### src/rtl/rsg_pkg.sv
// Shared types for the repeated-start sequencer.
// Assumes: used only by the rsg_* modules and i2c_rstart_gen.
package rsg_pkg;

    // Sequencer phases
    typedef enum logic [2:0] {
        RS_IDLE    = 3'd0,
        RS_REL_SDA = 3'd1,
        RS_SCL_REL = 3'd2,
        RS_HI_CHK  = 3'd3,
        RS_SDA_LOW = 3'd4
    } rs_state_t;

endpackage

### src/rtl/rsg_baud_cnt.sv
// Baud interval down-counter. The counter is loaded with the reload value
// and counts down to zero; tick is high while the count is zero.
// Assumes: load is pulsed on the edge that enters a timed phase, so a phase
// lasts reload+1 cycles.
module rsg_baud_cnt #(
    parameter int RELOAD_W = 7
) (
    input  logic                clk,
    input  logic                rst_n,
    input  logic                load,
    input  logic [RELOAD_W-1:0] reload,
    output logic                tick
);

    localparam logic [RELOAD_W-1:0] CNT_ZERO = '0;

    logic [RELOAD_W-1:0] cnt_q;

    // Load on request, otherwise count down and stop at zero
    always_ff @(posedge clk) begin
        if (!rst_n) begin
            cnt_q <= CNT_ZERO;
        end else if (load) begin
            cnt_q <= reload;
        end else if (cnt_q != CNT_ZERO) begin
            cnt_q <= cnt_q - 1'b1;
        end
    end

    // Expiry indication
    always_comb tick = (cnt_q == CNT_ZERO);

endmodule

### src/rtl/rsg_seq.sv
// Repeated-start phase sequencer with collision detection.
// Produces the line drives, the counter load, the enable-clear pulse and the
// one-cycle set strobes for the collision and completion flags.
// Assumes: sda_in/scl_in are already synchronized; on entry SCL is owned.
module rsg_seq
    import rsg_pkg::*;
(
    input  logic clk,
    input  logic rst_n,
    input  logic rs_en,
    input  logic sda_in,
    input  logic scl_in,
    input  logic tick,
    output logic load,
    output logic sda_drv_low,
    output logic scl_drv_low,
    output logic en_clr,
    output logic coll_set,
    output logic done_set
);

    rs_state_t state_q, state_d;
    logic      hold_q;
    logic      en_clr_q;

    // Next-phase decision and collision/completion strobes
    always_comb begin
        state_d  = state_q;
        load     = 1'b0;
        coll_set = 1'b0;
        done_set = 1'b0;
        unique case (state_q)
            RS_IDLE: begin
                if (rs_en && !en_clr_q) begin
                    state_d = RS_REL_SDA;
                    load    = 1'b1;
                end
            end
            RS_REL_SDA: begin
                if (tick) state_d = RS_SCL_REL;
            end
            RS_SCL_REL: begin
                if (scl_in) begin
                    if (!sda_in) begin
                        coll_set = 1'b1;
                        state_d  = RS_IDLE;
                    end else begin
                        load    = 1'b1;
                        state_d = RS_HI_CHK;
                    end
                end
            end
            RS_HI_CHK: begin
                if (!scl_in) begin
                    coll_set = 1'b1;
                    state_d  = RS_IDLE;
                end else if (tick) begin
                    load    = 1'b1;
                    state_d = RS_SDA_LOW;
                end
            end
            RS_SDA_LOW: begin
                if (tick) begin
                    done_set = 1'b1;
                    state_d  = RS_IDLE;
                end
            end
            default: state_d = RS_IDLE;
        endcase
    end

    // Phase, bus-hold and enable-clear registers
    always_ff @(posedge clk) begin
        if (!rst_n) begin
            state_q  <= RS_IDLE;
            hold_q   <= 1'b0;
            en_clr_q <= 1'b0;
        end else begin
            state_q  <= state_d;
            en_clr_q <= coll_set | done_set;
            if (done_set)      hold_q <= 1'b1;
            else if (coll_set) hold_q <= 1'b0;
        end
    end

    // Line drives per phase
    always_comb begin
        sda_drv_low = 1'b0;
        scl_drv_low = 1'b0;
        unique case (state_q)
            RS_IDLE: begin
                sda_drv_low = hold_q;
                scl_drv_low = hold_q;
            end
            RS_REL_SDA: scl_drv_low = 1'b1;
            RS_SDA_LOW: sda_drv_low = 1'b1;
            default: ;
        endcase
    end

    assign en_clr = en_clr_q;

    AST_SDA_FALL_WITH_SCL_HIGH: assert property (@(posedge clk) disable iff (!rst_n)
        $rose(sda_drv_low) |-> !scl_drv_low);
    AST_SCL_FREED_AFTER_SDA: assert property (@(posedge clk) disable iff (!rst_n)
        $fell(scl_drv_low) |-> !sda_drv_low);
    AST_EN_CLR_SINGLE: assert property (@(posedge clk) disable iff (!rst_n)
        en_clr |=> !en_clr);
    AST_NO_START_ON_CLR: assert property (@(posedge clk) disable iff (!rst_n)
        en_clr |=> (sda_drv_low == scl_drv_low));

endmodule

### src/rtl/rsg_flags.sv
// Sticky collision and completion flags with a common clear.
// Assumes: set strobes are single-cycle; a set wins over a clear.
module rsg_flags (
    input  logic clk,
    input  logic rst_n,
    input  logic coll_set,
    input  logic done_set,
    input  logic flag_clr,
    output logic coll_flag,
    output logic irq_flag
);

    // Flag registers: set has priority over clear
    always_ff @(posedge clk) begin
        if (!rst_n) begin
            coll_flag <= 1'b0;
            irq_flag  <= 1'b0;
        end else begin
            if (coll_set)      coll_flag <= 1'b1;
            else if (flag_clr) coll_flag <= 1'b0;
            if (done_set)      irq_flag  <= 1'b1;
            else if (flag_clr) irq_flag  <= 1'b0;
        end
    end

    AST_FLAG_CLR_WORKS: assert property (@(posedge clk) disable iff (!rst_n)
        (flag_clr && !coll_set && !done_set) |=> (!coll_flag && !irq_flag));

endmodule

### src/rtl/i2c_rstart_gen.sv
// Top of the I2C repeated-start generator: sequencer, baud counter and flags.
// Assumes: synchronized line inputs; rs_en is held until en_clr is seen.
module i2c_rstart_gen #(
    parameter int RELOAD_W = 7
) (
    input  logic                clk,
    input  logic                rst_n,
    input  logic                rs_en,
    input  logic                sda_in,
    input  logic                scl_in,
    input  logic [RELOAD_W-1:0] reload,
    input  logic                flag_clr,
    output logic                sda_drv_low,
    output logic                scl_drv_low,
    output logic                en_clr,
    output logic                coll_flag,
    output logic                irq_flag
);

    logic load;
    logic tick;
    logic coll_set;
    logic done_set;

    rsg_baud_cnt #(.RELOAD_W(RELOAD_W)) baud_i (
        .clk    (clk),
        .rst_n  (rst_n),
        .load   (load),
        .reload (reload),
        .tick   (tick)
    );

    rsg_seq seq_i (
        .clk         (clk),
        .rst_n       (rst_n),
        .rs_en       (rs_en),
        .sda_in      (sda_in),
        .scl_in      (scl_in),
        .tick        (tick),
        .load        (load),
        .sda_drv_low (sda_drv_low),
        .scl_drv_low (scl_drv_low),
        .en_clr      (en_clr),
        .coll_set    (coll_set),
        .done_set    (done_set)
    );

    rsg_flags flags_i (
        .clk       (clk),
        .rst_n     (rst_n),
        .coll_set  (coll_set),
        .done_set  (done_set),
        .flag_clr  (flag_clr),
        .coll_flag (coll_flag),
        .irq_flag  (irq_flag)
    );

    AST_COLL_FREES_BUS: assert property (@(posedge clk) disable iff (!rst_n)
        $rose(coll_flag) |-> (!sda_drv_low && !scl_drv_low && en_clr));
    AST_DONE_HOLDS_BUS: assert property (@(posedge clk) disable iff (!rst_n)
        $rose(irq_flag) |-> (sda_drv_low && scl_drv_low && en_clr));
    AST_ONE_OUTCOME: assert property (@(posedge clk) disable iff (!rst_n)
        !($rose(coll_flag) && $rose(irq_flag)));

endmodule

### config.mk
export PLATFORM = sky130hd
export DESIGN_NAME = i2c_rstart_gen
export DESIGN_NICKNAME = d
export VERILOG_FILES = /design/src/rtl/rsg_pkg.sv /design/src/rtl/rsg_baud_cnt.sv /design/src/rtl/rsg_seq.sv /design/src/rtl/rsg_flags.sv /design/src/rtl/i2c_rstart_gen.sv
export SDC_FILE = /design/constraint.sdc
export NUM_CORES = 1
export LEC_CHECK = 0
export ABC_AREA = 0
export CAP_MARGIN = 20
export CORE_MARGIN = 5
export CORE_UTILIZATION = 53
export CTS_CLUSTER_DIAMETER = 100
export DETAILED_ROUTE_END_ITERATION = 16
export GPL_ROUTABILITY_DRIVEN = 0
export GPL_TIMING_DRIVEN = 0
export PLACE_DENSITY = 0.81
export REMOVE_ABC_BUFFERS = 1
export SYNTH_ARGS = -nofsm -noshare
export SYNTH_HDL_FRONTEND = slang
export SYNTH_SLANG_ARGS = --single-unit
export TNS_END_PERCENT = 1
### constraint.sdc
create_clock -name clk -period 2.6 [get_ports clk]
set_input_delay 0.52 -clock clk [delete_from_list [all_inputs] [get_ports clk]]
set_output_delay 0.52 -clock clk [all_outputs]
set_load 0.1 [all_outputs]
==> metrics.txt, run 1 <==
Layout area overhead 23.24%; Finish-stage setup viols 0; DRT Pass-1 Iters 3; Slew HR 34.89%; Power, Total 1.146 mW; setup ws final 0.1290 ns; worst hold path type flip-flop to flip-flop; # IOs 18; Achievable Freq roughly 0.40 GHz; status finished, final reports clean; pins over their slew limit 0; worst hold margin ~0.49 ns; antenna viol nets, final 0; Die Wd 50.07 µm; largest net degree at the start of global routing 14; synth unique cells 35; DP Cell Count 119; Leak 0.3930 nW; Worst path slowest cell dlygate4sd2_1; synthesized area 850.8 µm²; Power Density 1093 mW/mm²; row count 14; full die area 0.002507 mm²; Critical Path AT 1.95 ns; commonest non-fill, non-tap cell in the layout clkdlybuf4s50_1; Non-Filler Instances 123; Flop pwr share 31.6%; initial drt markers 2; Num CTS Buffers 3; yosys warns 0; GRT overflow 0; Worst Max-Slew Pin Slew 0.9737 ns; net switching power 0.4877 mW; FFs w/ async S/R, synth 0%; first-pass GRT wire length 3.022 mm; Largest stage delay, worst path 0.88 ns; worst endpoint required time 2.08 ns; Critical Path End Type primary output; Setup Slack @ Placement 0.1933 ns; Clock Latency Late Sink 0.29 ns; internal power component ~0.66 mW; commonest non-fill, non-tap cells in the layout clkdlybuf4s50_1 (15), dfxtp_1 (14), nand2_1 (10), nor2_1 (6), nand2b_1 (5); drt total wl 1.748 mm; Hold-fix buffers, CTS 0; worst clock skew slightly below 0.008 ns; Clock Power Share 14.4%; initial antenna violation count 0; Max Cap Viol 0; crit path cell chain nor2_1 -> nor3_1 -> dlygate4sd2_1; diode count 0; Post-synth EDFFs 0; CP delay by family, top buffers and inverters; H-tree depth 1; nets 123; via count 674; CTS tree done; clock buffer depth 2; placed inst area a little over 0.001 mm²; register bit total from synthesis 14; RSZ-0062 raised after global routing false; design area 0.001049 mm²; GR Util All Layers 15.47%; Core ar. roughly 0.0015 mm²; Mean Syn Cell Area 9.454 µm²; Sw Share 42.55%; critical path type flip-flop to primary output; share of layout cells above drive strength 1 15.89%; Logic pwr share 54.0%; HPWL Detailed approximately 1.3 mm; clock transition at the registers of the reported paths roughly 0.1 ns; Tcrit/Tclk final around 95%; dominant synthesized flop cell dfxtp_1; Mapped Cells 90; setup TNS 0 ns; port buffer count 17; Critical Path Source Type flip-flop; crit-path max FO 8; post-synthesis sequential area ratio 32.94%; DRC viols 0; crit path time final approximately 2.5 ns; Die Height 50.07 µm; routed vias/inst about 5.5; vias in the first global route a little under 700; CTS root buf clkbuf_4; initial core utilization between 50% and 60%; Hold Vio Cnt, Final 0; Layout Utilization 69.60%; Buf+Inv Stages, Crit Path 1; clk sinks 14; worst vdd rail ir drop 0.5876 mV; wire per inst 14.21 µm
what timing repair did:
item                       4_1_cts  5_1_grt
setup endpoints to repair        2        1
hold endpoints to repair         0        0
gates resized for setup          2        1
pin swaps                        0        0
buffers inserted                 0        0
sequential cells by signal, indices dropped and copies added (netlist names):
| name | flops |
|---|---|
| seq_i.state_q | 3 |
| flags_i.irq_flag | 1 |
| baud_i.cnt_q | 7 |
| seq_i.hold_q | 1 |
| flags_i.coll_flag | 1 |
| seq_i.en_clr | 1 |
Yosys cell counts, types with 2 or more instances:
cell	count	area share, %
a21boi_2	2	2.6
nor2b_1	4	2.9
a21boi_1	2	1.8
nand2_1	10	4.4
a21oi_1	2	1.2
xor2_1	3	3.1
nor3_1	3	1.8
xnor2_1	3	3.1
nand3_1	2	1.2
o21a_1	2	1.8
or3_2	3	2.6
or2b_1	2	1.8
nand2b_1	5	3.7
a22oi_1	2	1.8
a21boi_0	4	3.5
inv_1	2	0.88
nor2_1	6	2.6
dfxtp_1	14	33
mux2i_1	2	2.4
ha_1	2	2.9
cells by family after synthesis:
family,Yosys count,share of synthesized area [%]
and+or+nand+nor,41,30.59
AOI/OAI and AO/OA,19,20.88
DFF,14,32.94
xor gates and xnor gates,6,6.178
buffers and inverters,6,4.117
muxes,2,2.353
adders and majority gates,2,2.941
worst register-to-register path, cell delays in order (launching register included):
cell	delay, ns
dfxtp_1	0.38
nor4_4	0.41
nand3b_4	0.18
o32ai_4	0.53
mux2i_1	0.24
nor2b_1	0.06
final cells by class:
class                           instances  area (µm²)
Inverter                                2       7.507
Sequential cell                        14       280.3
Multi-Input combinational cell         70       535.5
Timing Repair Buffer                   17       168.9
Clock buffer                            4       36.28
Fill cell                             124       457.9
Tap cell                               16       20.02
metal layers:
layer / part of all wire [%] / up-vias / global-route usage, %
met5: 0 / - / 0
met1: 44 / 314 / 18.23
met2: 50 / 12 / 25.10
met4: 1.4 / 0 / 7.860
li1: - / 344 / -
met3: 4.2 / 4 / 4.217
worst paths after layout:
check	from	end	slack, ns	cells past startpoint
setup / recovery	seq_i.state_q[0]	scl_drv_low	0.13	3
hold / removal	seq_i.hold_q	seq_i.hold_q	0.49	2
setup reg to reg	baud_i.cnt_q[2]	baud_i.cnt_q[0]	0.70	5
hold reg to reg	seq_i.hold_q	seq_i.hold_q	0.49	2
power by group through the flow:
| stage | combinational, mW | sequential (mW) | clock (mW) |
|---|---|---|---|
| 3_3_place_gp | 0.604 | 0.362 | 0 |
| 2_1_floorplan | 0.510 | 0.357 | 0 |
| 6_report | 0.619 | 0.362 | 0.165 |
| 4_1_cts | 0.631 | 0.363 | 0.167 |
| 3_5_place_dp | 0.633 | 0.368 | 0 |
| 5_1_grt | 0.686 | 0.369 | 0.180 |
(Power assumes the default switching activity.)
==> run 2: changes to the inputs <==
- CAP_MARGIN: 20 -> unset
==> results of run 2 <==
The final DEF is identical to that of run 1; final timing and power are the same.
